[src/rtl/dma_ctl_pkg.sv]
package dma_ctl_pkg;
  localparam int ADDR_W = 10;
  localparam int DATA_W = 32;
  localparam int MAX_CHANS = 32;

  localparam logic [ADDR_W-1:0] A_CFG     = 10'h180;
  localparam logic [ADDR_W-1:0] A_ERR     = 10'h181;
  localparam logic [ADDR_W-1:0] A_IEN     = 10'h182;
  localparam logic [ADDR_W-1:0] A_TXSET   = 10'h184;
  localparam logic [ADDR_W-1:0] A_TXRST   = 10'h185;
  localparam logic [ADDR_W-1:0] A_TXEOB   = 10'h186;
  localparam logic [ADDR_W-1:0] A_TXDERR  = 10'h187;
  localparam logic [ADDR_W-1:0] A_RXSET   = 10'h190;
  localparam logic [ADDR_W-1:0] A_RXRST   = 10'h191;
  localparam logic [ADDR_W-1:0] A_RXEOB   = 10'h192;
  localparam logic [ADDR_W-1:0] A_RXDERR  = 10'h193;
  localparam int B_TXPTR = 'h1A0;
  localparam int B_RXPTR = 'h1C0;
  localparam int B_RXBSZ = 'h1E0;

  localparam logic [DATA_W-1:0] CFG_MASK  = 32'h00FF_C087;
  localparam logic [DATA_W-1:0] CFG_RST   = 32'h0007_C000;
  localparam logic [DATA_W-1:0] IEN_MASK  = 32'h0000_001F;
  localparam logic [DATA_W-1:0] TXACT_MSK = 32'hF000_0000;
  localparam logic [DATA_W-1:0] RXACT_MSK = 32'hC000_0000;
  localparam logic [DATA_W-1:0] PTR_MASK  = 32'hFFFF_FFFF;
  localparam logic [DATA_W-1:0] BSZ_MASK  = 32'h0000_00FF;

  // status update: software clear applied first, hardware set on top
  function automatic logic [DATA_W-1:0] stat_next(
    input logic [DATA_W-1:0] cur,
    input logic              wipe,
    input logic [DATA_W-1:0] clr,
    input logic [DATA_W-1:0] set);
    logic [DATA_W-1:0] base;
    base = wipe ? '0 : cur;
    return (base & ~clr) | set;
  endfunction
endpackage

[src/rtl/dma_ctl_stat.sv]
module dma_ctl_stat
  import dma_ctl_pkg::*;
#(
  parameter int W = DATA_W
) (
  input  logic         clk,
  input  logic         rst_n,
  input  logic         wipe,
  input  logic         clr_en,
  input  logic [W-1:0] clr_bits,
  input  logic [W-1:0] set_bits,
  output logic [W-1:0] q
);
  logic [W-1:0] clr_eff;
  assign clr_eff = clr_en ? clr_bits : '0;

  always_ff @(posedge clk or negedge rst_n) begin
    if (!rst_n) q <= '0;
    else        q <= stat_next(q, wipe, clr_eff, set_bits);
  end
endmodule

[src/rtl/dma_ctl_mreg.sv]
module dma_ctl_mreg
  import dma_ctl_pkg::*;
#(
  parameter logic [DATA_W-1:0] MASK = '1,
  parameter logic [DATA_W-1:0] RSTV = '0
) (
  input  logic              clk,
  input  logic              rst_n,
  input  logic              wipe,
  input  logic              we,
  input  logic [DATA_W-1:0] wd,
  output logic [DATA_W-1:0] q
);
  always_ff @(posedge clk or negedge rst_n) begin
    if (!rst_n)    q <= RSTV;
    else if (we)   q <= wd & MASK;
    else if (wipe) q <= RSTV;
  end
endmodule

[src/rtl/dma_ctl_bank.sv]
module dma_ctl_bank
  import dma_ctl_pkg::*;
#(
  parameter int                N    = 4,
  parameter int                BASE = B_TXPTR,
  parameter logic [DATA_W-1:0] MASK = '1
) (
  input  logic              clk,
  input  logic              rst_n,
  input  logic [ADDR_W-1:0] addr,
  input  logic              we,
  input  logic [DATA_W-1:0] wd,
  output logic [DATA_W-1:0] rd,
  output logic              hit
);
  logic [N-1:0]      sel;
  logic [DATA_W-1:0] regs [N];

  for (genvar i = 0; i < N; i++) begin : g_ch
    localparam logic [ADDR_W-1:0] MY_A = ADDR_W'(BASE + i);
    assign sel[i] = (addr == MY_A);
    always_ff @(posedge clk or negedge rst_n) begin
      if (!rst_n)            regs[i] <= '0;
      else if (we && sel[i]) regs[i] <= wd & MASK;
    end
  end

  assign hit = |sel;

  always_comb begin
    rd = '0;
    for (int i = 0; i < N; i++)
      if (sel[i]) rd = regs[i];
  end
endmodule

[src/rtl/dma_ctl_regs.sv]
module dma_ctl_regs
  import dma_ctl_pkg::*;
#(
  parameter int TX_CHANS = 4,
  parameter int RX_CHANS = 2
) (
  input  logic              clk,
  input  logic              rst_n,
  input  logic [ADDR_W-1:0] reg_addr,
  input  logic              reg_wr,
  input  logic [DATA_W-1:0] reg_wdata,
  output logic [DATA_W-1:0] reg_rdata,
  input  logic [DATA_W-1:0] err_set,
  input  logic [DATA_W-1:0] tx_eob_set,
  input  logic [DATA_W-1:0] tx_derr_set,
  input  logic [DATA_W-1:0] rx_eob_set,
  input  logic [DATA_W-1:0] rx_derr_set
);
  if (TX_CHANS < 1 || TX_CHANS > MAX_CHANS) begin : g_bad_tx
    $error("TX_CHANS out of range");
  end
  if (RX_CHANS < 1 || RX_CHANS > MAX_CHANS) begin : g_bad_rx
    $error("RX_CHANS out of range");
  end

  // named events for the checker
  logic wr_cfg, soft_rst;
  logic [DATA_W-1:0] cfg_q, err_q, ien_q, txs_q, txr_q, rxs_q, rxr_q;
  logic [DATA_W-1:0] txeob_q, txderr_q, rxeob_q, rxderr_q;
  logic [DATA_W-1:0] txp_rd, rxp_rd, bsz_rd;
  logic txp_hit, rxp_hit, bsz_hit, fixed_hit, addr_hit;

  assign wr_cfg   = reg_wr && (reg_addr == A_CFG);
  assign soft_rst = wr_cfg && reg_wdata[31];

  function automatic logic wr_at(input logic [ADDR_W-1:0] a);
    return reg_wr && (reg_addr == a);
  endfunction

  dma_ctl_mreg #(.MASK(CFG_MASK),  .RSTV(CFG_RST)) u_cfg (
    .clk, .rst_n, .wipe(1'b0), .we(wr_cfg), .wd(reg_wdata), .q(cfg_q));
  dma_ctl_mreg #(.MASK(IEN_MASK),  .RSTV('0)) u_ien (
    .clk, .rst_n, .wipe(soft_rst), .we(wr_at(A_IEN)),   .wd(reg_wdata), .q(ien_q));
  dma_ctl_mreg #(.MASK(TXACT_MSK), .RSTV('0)) u_txs (
    .clk, .rst_n, .wipe(soft_rst), .we(wr_at(A_TXSET)), .wd(reg_wdata), .q(txs_q));
  dma_ctl_mreg #(.MASK(TXACT_MSK), .RSTV('0)) u_txr (
    .clk, .rst_n, .wipe(soft_rst), .we(wr_at(A_TXRST)), .wd(reg_wdata), .q(txr_q));
  dma_ctl_mreg #(.MASK(RXACT_MSK), .RSTV('0)) u_rxs (
    .clk, .rst_n, .wipe(soft_rst), .we(wr_at(A_RXSET)), .wd(reg_wdata), .q(rxs_q));
  dma_ctl_mreg #(.MASK(RXACT_MSK), .RSTV('0)) u_rxr (
    .clk, .rst_n, .wipe(soft_rst), .we(wr_at(A_RXRST)), .wd(reg_wdata), .q(rxr_q));

  dma_ctl_stat u_err (
    .clk, .rst_n, .wipe(soft_rst), .clr_en(wr_at(A_ERR)),
    .clr_bits(reg_wdata), .set_bits(err_set), .q(err_q));
  dma_ctl_stat u_txeob (
    .clk, .rst_n, .wipe(soft_rst), .clr_en(wr_at(A_TXEOB)),
    .clr_bits(reg_wdata), .set_bits(tx_eob_set), .q(txeob_q));
  dma_ctl_stat u_txderr (
    .clk, .rst_n, .wipe(soft_rst), .clr_en(wr_at(A_TXDERR)),
    .clr_bits(reg_wdata), .set_bits(tx_derr_set), .q(txderr_q));
  dma_ctl_stat u_rxeob (
    .clk, .rst_n, .wipe(soft_rst), .clr_en(wr_at(A_RXEOB)),
    .clr_bits(reg_wdata), .set_bits(rx_eob_set), .q(rxeob_q));
  dma_ctl_stat u_rxderr (
    .clk, .rst_n, .wipe(soft_rst), .clr_en(wr_at(A_RXDERR)),
    .clr_bits(reg_wdata), .set_bits(rx_derr_set), .q(rxderr_q));

  dma_ctl_bank #(.N(TX_CHANS), .BASE(B_TXPTR), .MASK(PTR_MASK)) u_txptr (
    .clk, .rst_n, .addr(reg_addr), .we(reg_wr), .wd(reg_wdata), .rd(txp_rd), .hit(txp_hit));
  dma_ctl_bank #(.N(RX_CHANS), .BASE(B_RXPTR), .MASK(PTR_MASK)) u_rxptr (
    .clk, .rst_n, .addr(reg_addr), .we(reg_wr), .wd(reg_wdata), .rd(rxp_rd), .hit(rxp_hit));
  dma_ctl_bank #(.N(RX_CHANS), .BASE(B_RXBSZ), .MASK(BSZ_MASK)) u_rxbsz (
    .clk, .rst_n, .addr(reg_addr), .we(reg_wr), .wd(reg_wdata), .rd(bsz_rd), .hit(bsz_hit));

  logic [DATA_W-1:0] fixed_rd;
  always_comb begin
    fixed_hit = 1'b1;
    unique case (reg_addr)
      A_CFG:    fixed_rd = cfg_q;
      A_ERR:    fixed_rd = err_q;
      A_IEN:    fixed_rd = ien_q;
      A_TXSET:  fixed_rd = txs_q;
      A_TXRST:  fixed_rd = txr_q;
      A_TXEOB:  fixed_rd = txeob_q;
      A_TXDERR: fixed_rd = txderr_q;
      A_RXSET:  fixed_rd = rxs_q;
      A_RXRST:  fixed_rd = rxr_q;
      A_RXEOB:  fixed_rd = rxeob_q;
      A_RXDERR: fixed_rd = rxderr_q;
      default: begin
        fixed_rd  = '0;
        fixed_hit = 1'b0;
      end
    endcase
  end

  assign addr_hit  = fixed_hit | txp_hit | rxp_hit | bsz_hit;
  assign reg_rdata = fixed_rd | txp_rd | rxp_rd | bsz_rd;
endmodule

[config.mk]
export PLATFORM = sky130hd
export DESIGN_NAME = dma_ctl_regs
export DESIGN_NICKNAME = d
export VERILOG_FILES = /design/src/rtl/dma_ctl_pkg.sv /design/src/rtl/dma_ctl_stat.sv /design/src/rtl/dma_ctl_mreg.sv /design/src/rtl/dma_ctl_bank.sv /design/src/rtl/dma_ctl_regs.sv
export SDC_FILE = /design/constraint.sdc
export NUM_CORES = 1
export LEC_CHECK = 0
export BUFFER_PORTS_ARGS = -buffer_cell sky130_fd_sc_hd__buf_2
export CELL_PAD_IN_SITES_DETAIL_PLACEMENT = 1
export CELL_PAD_IN_SITES_GLOBAL_PLACEMENT = 1
export CORE_UTILIZATION = 40
export CTS_CLUSTER_SIZE = 10
export DETAILED_ROUTE_END_ITERATION = 8
export PLACE_DENSITY = 0.69
export SLEW_MARGIN = 20
export SYNTH_ARGS = -nofsm -noshare
export SYNTH_HDL_FRONTEND = slang
export SYNTH_SLANG_ARGS = --single-unit
export TNS_END_PERCENT = 30
[constraint.sdc]
create_clock -name clk -period 2.95 [get_ports clk]
set_input_delay 0.4425 -clock clk [delete_from_list [all_inputs] [get_ports clk]]
set_output_delay 0.4425 -clock clk [all_outputs]
set_load 0.005 [all_outputs]
==> impl_metrics.ini <==
[outcome]
status = complete, no violations

[place]
io_buffers = 236
place_hpwl_um = 46250
dp_slack_ns = -0.1159
place.gp.congestion = 0.8429
placedCellCount = 2403
dpl_cell_area_um2 = 21210

[clock_tree]
cts_tree = done
clock-root-buffer = clkbuf_16
clockBufferDepth = 3
path_clk_slew_ns = 0.06
worstSkewPairLatency_ns = 0.57
cts_buffers = 47
clkSinkCount = 399
h-tree-depth = 2
postCtsSetupBuffers = 0

[route]
drtIter0Drc = 988
wirelength_um = 67420
wl_per_cell_um = 27.25
route.detailed.drc = 0
vias = 14920
drt_pass1_iterations = 4
drtAntennaViolNets = 0
via_per_inst = 6.030

[yosys]
yosysWarnings = 0
synth_cells = 1583
synth_commonest_cells = 394 x dfrtp_1, 235 x mux2_2, 155 x nand2_1
synth_top_family_by_area = multiplexers
ys_async_sr_fraction = 1.000
synth-compound-area-share = 0.1689
synth_area_per_cell_um2 = 11.74
synth_top_area_frac = 0.5306
ys_types = 64
synthFlopType = dfrtp_1
yosysMostFrequentCell = dfrtp_1
ys_seq_area_frac = 0.5376
synth_xor_area_frac = 0
netlist_area_um2 = 18580
synth-seq-cells = 399
synthTopCellsByArea = dfrtp_1 53%, mux2_2 14%, a31o_1 4.0%
synth.area.mux_share = 0.1820
synth_nets = 1788
synth_top_cell_by_area = dfrtp_1
yosys.area_share.simple = 0.07602
synthAdderAreaFrac = 0
synth_edf_count = 0

[worst_setup_path]
crit_chain = buf_2 > or4b_4 > buf_4 > buf_4 > nor3_2 > buf_4 > a22o_1 > a21oi_1 > nand4_1 > buf_2
cpPeakStageDelay_ns = 0.56
crit_path_frequent_cell = buf_4
crit_buf_inv = 5
worst-path-max-fanout = 10
crit_family = buffers and inverters
r2r.worst_path.cells = 1
crit_path_start_kind = input pin
r2r_slack_ns = 2.16
required_ns = 2.51
timing.rr.end = u_txptr.regs[57]$_DFFE_PN0P_
crit_arrival_ns = 2.47
cp_slowest_cell = or4b_4
critPathCaptureType = output pin
r2r_start = u_txptr.regs[57]$_DFFE_PN0P_
worstSetupPathType = in2out

[run]
maxCapViolations = 0

[sta]
hold_viol = 0
fmax_mhz = 343.2
slew_viol_final = 0
rsz0062_at_grt = yes
relSlewSlack = 0.6015
min_period_ns = 2.913
setup_ws_ns = 0.03661
setup_viol = 0
worst_clock_skew_ns = 0
fin_crit_sh = 0.9876
worstMarginPinSlew_ns = 0.5965
finalSetupTns_ns = 0

[min_path]
hold_start = rx_eob_set[14]
hold_path_end = u_rxeob.q[14]$_DFF_PN0_
hold_class = in2reg
hold_path_depth = 2

[layout]
finalNonFillerCells = 2474
fin_area_um2 = 22630
syn_to_final_growth_pct = 21.77
nNetsFinal = 2058
drive_gt1_frac = 0.3739
fillers = 4820

[floorplan]
design.core.area_um2 = 45580
rows = 78
dieArea_um2 = 47320
die_y_um = 217.5
ioPinCount = 237
die_x_um = 217.5
initial_core_util = 0.4077

[global_routing]
grt_max_degree = 96
grt_util_met3 = 0.04365
grt_pass1_vias = 16120
grt_usage = 0.2908
busiest_layer = met2
grt_pass1_wl_um = 102500
grt_antenna_before_repair = 3
globalRouteMet2Util = 0.4641
grt_overflow = 0
grt.met1_usage = 0.3995

[power]
p_per_area_nw_per_um2 = 512.4
ir_drop_uv = 398.7
p_total_mw = 11.59
power_leakage_nw = 9.957
metal layers:
layer,part of all wire,vias up
li1,-,6376
met2,0.47,463
met3,0.051,126
met4,0.036,0
met5,0,-
met1,0.44,7952
worst max path at each step:
| stage | startpoint | end | depth (start not counted) |
|---|---|---|---|
| 6_report | reg_addr[3] | reg_rdata[29] | 10 |
| 2_1_floorplan | reg_addr[2] | reg_rdata[26] | 9 |
| 4_1_cts | reg_addr[3] | reg_rdata[13] | 9 |
| 3_3_place_gp | reg_addr[3] | reg_rdata[10] | 10 |
| 3_5_place_dp | reg_addr[3] | reg_rdata[10] | 10 |
| 5_1_grt | reg_addr[3] | reg_rdata[29] | 10 |
metrics by stage:
step,hold slack [ns],util
final,0.03542,0.4965
after global placement,0.4539,0.4653
after detailed placement,0.4555,0.4653
after CTS,0.01015,0.4953
after floorplan,0.1469,-
after global routing,0.02436,0.4965
state kept, by name (all words and copies together), names as in the netlist:
register / cells
u_txeob.q: 32
u_rxptr.regs: 64
u_rxbsz.regs: 16
u_ien.q: 5
u_rxr.q: 2
u_cfg.q: 14
u_rxeob.q: 32
u_err.q: 32
u_rxderr.q: 32
u_rxs.q: 2
u_txderr.q: 32
u_txptr.regs: 128
u_txs.q: 4
u_txr.q: 4
cell usage in the layout (no fill, tap or decap), types with 46 or more instances in the layout:
cell       instances
dfrtp_1          394
mux2i_1           60
clkbuf_16         47
nand2_1          154
a22oi_1           46
a31o_1            84
mux2_2           235
buf_2            234
buf_4             97
a21oi_1           90
a21o_1            67
final cells by class:
type                       instances  area [µm²]  share of cell area
sequential                       399        9991              0.4415
timing repair buffer             362        2470              0.1092
multi-input combinational       1037        8053              0.3559
clock inverter                     2       38.79            0.001714
tap                              600       750.7             0.03318
clock buffer                      66        1297             0.05734
inverter                           6       22.52           0.0009953
antenna                            2       5.005           0.0002212
power breakdown:
| part | switching (mW) | total, mW | internal (mW) |
|---|---|---|---|
| registers | 0.0266 | 5.55 | 5.53 |
| logic | 0.467 | 0.733 | 0.265 |
| clock network | 2.22 | 5.31 | 3.09 |
| total | 2.71 | 11.6 | 8.88 |
what timing repair did:
item / CTS / global route
resized for setup: 5 / 11
hold endpoints to repair: 58 / 0
setup endpoints to repair: 20 / 20
hold buffers: 1 / 0
cloned: 0 / 0
pin swaps: 1 / 2
cell families after synthesis:
family	Yosys count
AND/OR/NAND/NOR	303
flip-flops	399
multiplexers	301
buffers and inverters	147
AO/OA/AOI/OAI	433
No activity file was read; power rests on OpenSTA's default activity.
